===== config.mk =====
export PLATFORM = sky130hd
export DESIGN_NAME = qb_port_ctrl
export DESIGN_NICKNAME = d
export VERILOG_FILES = /design/src/rtl/qb_port_ctrl.sv
export SDC_FILE = /design/constraint.sdc
export NUM_CORES = 1
export LEC_CHECK = 0
export BUFFER_PORTS_ARGS = -buffer_cell sky130_fd_sc_hd__buf_2
export CORE_AREA = 2 2 69 71
export CTS_BUF_LIST = sky130_fd_sc_hd__clkbuf_8
export CTS_CLUSTER_DIAMETER = 40
export DETAILED_ROUTE_END_ITERATION = 12
export DIE_AREA = 0 0 71 73
export PLACE_DENSITY = 0.84
export SLEW_MARGIN = 25
export SYNTH_ARGS = -nofsm -noshare
export SYNTH_HDL_FRONTEND = slang
export SYNTH_SLANG_ARGS = --single-unit

===== constraint.sdc =====
create_clock -name clk -period 1.1 [get_ports clk]
set_input_delay 0.11 -clock clk [delete_from_list [all_inputs] [get_ports clk]]
set_output_delay 0.11 -clock clk [all_outputs]
set_load 0.01 [all_outputs]

===== src/rtl/qb_port_ctrl.sv =====
module qb_port_ctrl #(
  parameter int WIDTH = 8
) (
  input  logic             clk,
  input  logic             rst_n,
  input  logic             wr_en,
  input  logic [WIDTH-1:0] wr_data,
  input  logic             rmw_sel,
  input  logic [WIDTH-1:0] pin_in,
  input  logic             wpu_off,
  output logic [WIDTH-1:0] pd_en,
  output logic [WIDTH-1:0] wk_en,
  output logic [WIDTH-1:0] md_en,
  output logic [WIDTH-1:0] st_en,
  output logic [WIDTH-1:0] latch_q,
  output logic [WIDTH-1:0] rd_data
);
  localparam int BOOST = 2;
  localparam int CW    = $clog2(BOOST + 1);

  logic [WIDTH-1:0] sync_a, sync_b;
  logic [WIDTH-1:0] boost_on;

  always_ff @(posedge clk or negedge rst_n) begin
    if (!rst_n) begin
      latch_q <= '1;
      sync_a  <= '1;
      sync_b  <= '1;
    end else begin
      if (wr_en) latch_q <= wr_data;
      sync_a <= pin_in;
      sync_b <= sync_a;
    end
  end

  for (genvar i = 0; i < WIDTH; i++) begin : g_pin
    logic [CW-1:0] cnt;
    always_ff @(posedge clk or negedge rst_n) begin
      if (!rst_n)                                 cnt <= '0;
      else if (wr_en && wr_data[i] && !latch_q[i]) cnt <= CW'(BOOST);
      else if (wr_en && !wr_data[i])              cnt <= '0;
      else if (cnt != '0)                         cnt <= cnt - 1'b1;
    end
    assign boost_on[i] = (cnt != '0);
  end

  assign pd_en   = ~latch_q;
  assign wk_en   = latch_q & {WIDTH{~wpu_off}};
  assign md_en   = latch_q & sync_b;
  assign st_en   = latch_q & boost_on;
  assign rd_data = rmw_sel ? latch_q : sync_b;
endmodule



## Word level (Yosys, flattened, before mapping)

Cells that the tools add are included.

| cells by class | value |
|---|---|
| $add $sub $neg | 8 |
| multiplexer cells | 25 |
| bitwise gates (word level) | 5 |
| reduce and logical (&&, ||, !) cells | 56 |

Operators with widths:

| kind | number |
|---|---|
| $mux 2 | 24 |
| $and 8x8->8 | 3 |
| $logic_and 1x1->1 | 24 |
| $reduce_bool 3->1 | 8 |
| $logic_not 1->1 | 16 |
| $reduce_bool 2->1 | 8 |
| $sub 2x1->2 const B | 8 |
| $mux 8 | 1 |
| $not 8->8 | 1 |
| $not 1->1 | 1 |

| word-level totals | value |
|---|---|
| bits in registers | 40 |
| bits of input ports | 21 |
| output and inout port bits | 48 |
| logic and storage cells | 105 |

## Depth between registers and ports, before layout

| logic depth | value |
|---|---|
| depth in word-level cells | 4 |
| mapped depth | 4 |
| mapped depth without buffers | 4 |

## Worst setup path after synthesis

No wires, ideal clock.

| timing | value |
|---|---|
| path kind | flip-flop to flip-flop |
| from | register g_pin[0].cnt[0] |
| to | register g_pin[0].cnt[1] |
| library setup time | 0.086 ns |
| data arrival time | 1.020 ns |
| required time | 1.014 ns |
| path slack | -0.006 ns |
| cell stages (with the launch flop) | 5 |
| path buffers | 0 |
| period minus slack after synthesis | 1.106 ns |
| cell sequence | dfrtp_1 -> inv_1 -> ha_1 -> or2_1 -> a32oi_2 |

| between the ends | value |
|---|---|
| word-level cells in the longest chain between the ends | 4 |
| elaborated cells between the ends (all ways) | 6 |
| those cells by class | add/sub: 1; mux: 3; reduce/logical: 2 |

Ends and longest elaborated chain:

| item | line | RTL |
|---|---|---|
| from (decl) | 37 | `logic [CW-1:0] cnt;` |
| from (signal assigned) | 40 | `else if (wr_en && wr_data[i] && !latch_q[i]) cnt <= CW'(BOOST);` |
| from (signal assigned) | 42 | `else if (cnt != '0) cnt <= cnt - 1'b1;` |
| $sub 2x1->2 | 42 |  |
| $mux 2 | 42 |  |
| $mux 2 | 41 | `else if (wr_en && !wr_data[i]) cnt <= '0;` |
| $mux 2 | 40 |  |

Parallel ways exist; a longest one is shown, timed or not. The select of a mux whose other input is x is not followed.
A chain may end at the register's enable or synchronous reset.

## Worst setup path in the final report

| timing | value |
|---|---|
| from | register g_pin[2].cnt[1] |
| to | output port st_en[2] |

| between the ends | value |
|---|---|
| word-level cells in the longest chain between the ends | 2 |

Ends and longest elaborated chain:

| item | line | RTL |
|---|---|---|
| from (decl) | 37 |  |
| from (signal assigned) | 40 |  |
| from (signal assigned) | 42 |  |
| $reduce_bool 2->1 | 44 | `assign boost_on[i] = (cnt != '0);` |
| $and 8x8->8 | 50 | `assign st_en = latch_q & boost_on;` |
| to (decl) | 14 | `output logic [WIDTH-1:0] st_en,` |

Every way passes these cells.

==> results.sh <==
export IMPL_status="finished with violations"
export IMPL_violations="negative setup slack"
export IMPL_worstMarginPinSlew_ns=0.3256
export IMPL_h_tree_depth=2
export IMPL_rsz0062_at_grt="yes"
export IMPL_ys_top_cells_by_area="dfstp_2 32%, dfrtp_1 21%, inv_1 6.2%"
export IMPL_syn_nets=219
export IMPL_critPathCaptureType="output pin"
export IMPL_wl_per_cell_um=13.62
export IMPL_power_share_clock=0.151
export IMPL_yosysMostFrequentCell="inv_1"
export IMPL_grt_pass1_vias=1650
export IMPL_yosysUniqueCellTypes=19
export IMPL_antenna_left=0
export IMPL_synth_area_sq_um=1948
export IMPL_crit_arrival_ns=1.17
export IMPL_io_buffers=68
export IMPL_drv_cap=0
export IMPL_synth_top_cells_by_count="32 x inv_1, 24 x dfstp_2, 24 x nand2_1, 16 x dfrtp_1, 16 x nor2_1"
export IMPL_numCtsBuffers=5
export IMPL_sequentialPowerShare=0.331
export IMPL_p_leak_uw=0.001570
export IMPL_critPathCapture="st_en[2]"
export IMPL_async_flop_share=1.000
export IMPL_die_h_um=73
export IMPL_reg2reg_from="g_pin[2].cnt[1]$_DFFE_PN0P_"
export IMPL_antenna_found_initial=0
export IMPL_synth_seq_area_share=0.5292
export IMPL_crit_start="g_pin[2].cnt[1]$_DFFE_PN0P_"
export IMPL_synth_edf_count=0
export IMPL_critPathKind="flip-flop to output pin"
export IMPL_internal_power_uw=4240
export IMPL_p_per_area_nw_per_um2=2012
export IMPL_setup_violations=54
export IMPL_final_util=0.7018
export IMPL_dp_hpwl_mm=2.934
export IMPL_dr_pass1_iters=4
export IMPL_clockBufferDepth=2
export IMPL_ys_seq_elements=40
export IMPL_num_rows=25
export IMPL_instances_no_fill=360
export IMPL_ios=69
export IMPL_drive_above_1_share=0.6242
export IMPL_cp_slowest_cell="dfrtp_1"
export IMPL_drc=0
export IMPL_timing_final_ws_setup_ns=-0.1814
export IMPL_critPathMostFrequentCell="buf_6"
export IMPL_synthCells=190
export IMPL_wl_mm=4.904
export IMPL_relSlewSlack=0.7829
export IMPL_grt_usage=0.1867
export IMPL_placed_cells=320
export IMPL_grt_max_degree=41
export IMPL_max_stage_delay_ns=0.37
export IMPL_via_per_inst=4.669
export IMPL_dpl_worst_slack_ns=-0.05387
export IMPL_grt_remaining_overflow=0
export IMPL_min_from="wr_data[5]"
export IMPL_n_fill_cell=343
export IMPL_drtIter0Drc=31
export IMPL_p_sw_frac=0.3379
export IMPL_finalCriticalPeriod_ns=1.281
export IMPL_ff2ff_setup_slack_ns=-0.08
export IMPL_crit_fanout=2
export IMPL_grt_pass1_wl_mm=7.555
export IMPL_clock_sinks=40
export IMPL_reg2reg_depth=5
export IMPL_worst_r2r_endpoint="g_pin[2].cnt[1]$_DFFE_PN0P_"
export IMPL_die_x_um=71
export IMPL_yosysWarnings=0
export IMPL_cp_start_kind="flip-flop"
export IMPL_fmax_mhz=780.4
export IMPL_final_nets=334
export IMPL_hp_class="primary input to flip-flop"
export IMPL_postPlaceCellArea_sq_um=2414
export IMPL_yosys_area_top_type_share=0.3237
export IMPL_switchingPower_uw=2164
export IMPL_start_util=0.4295
export IMPL_cts_tree="built"
export IMPL_insertion_delay_ns=0.27
export IMPL_slew_viol_final=0
export IMPL_ir_drop_uv=1292
export IMPL_coreArea_sq_um=4536
export IMPL_postLayoutCellArea_sq_um=3183
export IMPL_cts_root_buf="clkbuf_8"
export IMPL_worstPathRequired_ns=0.99
export IMPL_num_antenna_cells=0
export IMPL_skew_ns=0.001656
export IMPL_gp_congestion=0.7960
export IMPL_die_area_sq_um=5183
export IMPL_clkTransAtPathRegs_ns=0.07
export IMPL_num_vias=1681
export IMPL_combPwrFrac=0.518
export IMPL_finalHoldViolations=0
export IMPL_crit_chain="inv_2 > ha_4 > buf_6 > nor2_4 > buf_6"
export IMPL_syn2layout_area_growth_pct=63.39
export IMPL_syn_avg_cell_area_sq_um=10.25
export IMPL_synthFlopType="dfstp_2"
export IMPL_post_route_period_util=1.165
export IMPL_yosysTopAreaCell="dfstp_2"
critical path, delay by kind of cell (launching register included):
family | cells | cell delay [ns]
AND/OR/NAND/NOR | 1 | 0.08
adder cells (fa/ha/maj) | 1 | 0.16
flip-flops | 1 | 0.37
buffers and inverters | 3 | 0.28
through the flow:
stage	hold slack [ns]	power (uW)	TNS, ns
CTS	0.03949	6081	-5.185
finish	0.04988	6404	-5.750
floorplan	-0.1856	3454	0
detailed placement	0.09817	4302	-0.3138
global placement	0.09375	4152	-0.0008875
global route	0.04187	6887	-8.432
cell type report:
| cell class | instances | area [sq um] | share of cell area |
|---|---|---|---|
| Sequential cell | 40 | 1031 | 0.3239 |
| Inverter | 32 | 132.6 | 0.04167 |
| Multi-Input combinational cell | 112 | 929.6 | 0.2921 |
| Clock buffer | 6 | 82.58 | 0.02594 |
| Clock inverter | 2 | 7.507 | 0.002358 |
| Timing Repair Buffer | 114 | 932.1 | 0.2928 |
| Tap cell | 54 | 67.56 | 0.02123 |
power by group through the flow:
stage	logic, uW	clock network (uW)	registers [uW]
after detailed placement	2210	0	2090
after CTS	2970	1000	2110
after global routing	3660	1060	2160
after global placement	2090	0	2060
final	3310	967	2120
after floorplan	1390	0	2070
layout by cell type, fill, tap and decap left out, drive strengths merged:
| cell type | Yosys | final |
|---|---|---|
| dfrtp | 16 | 16 |
| nand2 | 24 | 24 |
| o21ai | 8 | 8 |
| ha | 8 | 8 |
| inv | 32 | 34 |
| nor2 | 16 | 16 |
| nand2b | 5 | 5 |
| dfstp | 24 | 24 |
| or2 | 8 | 8 |
| and2 | 8 | 8 |
| or2b | 3 | 3 |
| clkbuf | 1 | 6 |
| xor2 | 8 | 8 |
| mux2 | 8 | 8 |
| buf | 5 | 105 |
| a21oi | 8 | 8 |
| a32oi | 8 | 8 |
| dlygate4sd3 | 0 | 9 |
worst min-delay path by stage:
stage,slack (ns),to,depth (start not counted)
after global routing,0.04,latch_q[0]$_DFFE_PN1P_,3
after detailed placement,0.1,g_pin[5].cnt[1]$_DFFE_PN0P_,2
final,0.05,latch_q[5]$_DFFE_PN1P_,3
after CTS,0.04,latch_q[1]$_DFFE_PN1P_,3
after floorplan,-0.19,g_pin[0].cnt[0]$_DFFE_PN0P_,0
after global placement,0.09,g_pin[5].cnt[1]$_DFFE_PN0P_,2
flip-flops by register name, indices dropped and copies added, names as in the netlist:
register	cells
sync_a	8
latch_q	8
g_pin.cnt	16
sync_b	8
kinds of logic (layout without fill, tap and decap cells):
logic type / after synthesis / after routing / share of synthesized area
buf+inv: 38 / 154 / 0.09248
fa+ha+maj: 8 / 8 / 0.05138
xor+xnor: 8 / 8 / 0.03597
simple gates: 64 / 64 / 0.1561
mux: 8 / 8 / 0.04624
flops: 40 / 40 / 0.5292
compound gates: 24 / 24 / 0.08863
per-layer routing:
layer | wire (um) | up-vias | GRT usage
li1 | - | 827 | -
met2 | 2793 | 37 | 0.3510
met3 | 158 | 8 | 0.03729
met1 | 1873 | 809 | 0.2164
met5 | 0 | - | 0
met4 | 78 | 0 | 0.05031
repair_timing:
action,4_1_cts,5_1_grt
gates resized for setup,69,38
pin swaps,21,12
endpoints found under the setup margin,53,58
buffers inserted,16,7
cloned,0,0
endpoints found under the hold margin,24,0
hold buffers,9,0
Power figures use the tool's default switching activity.
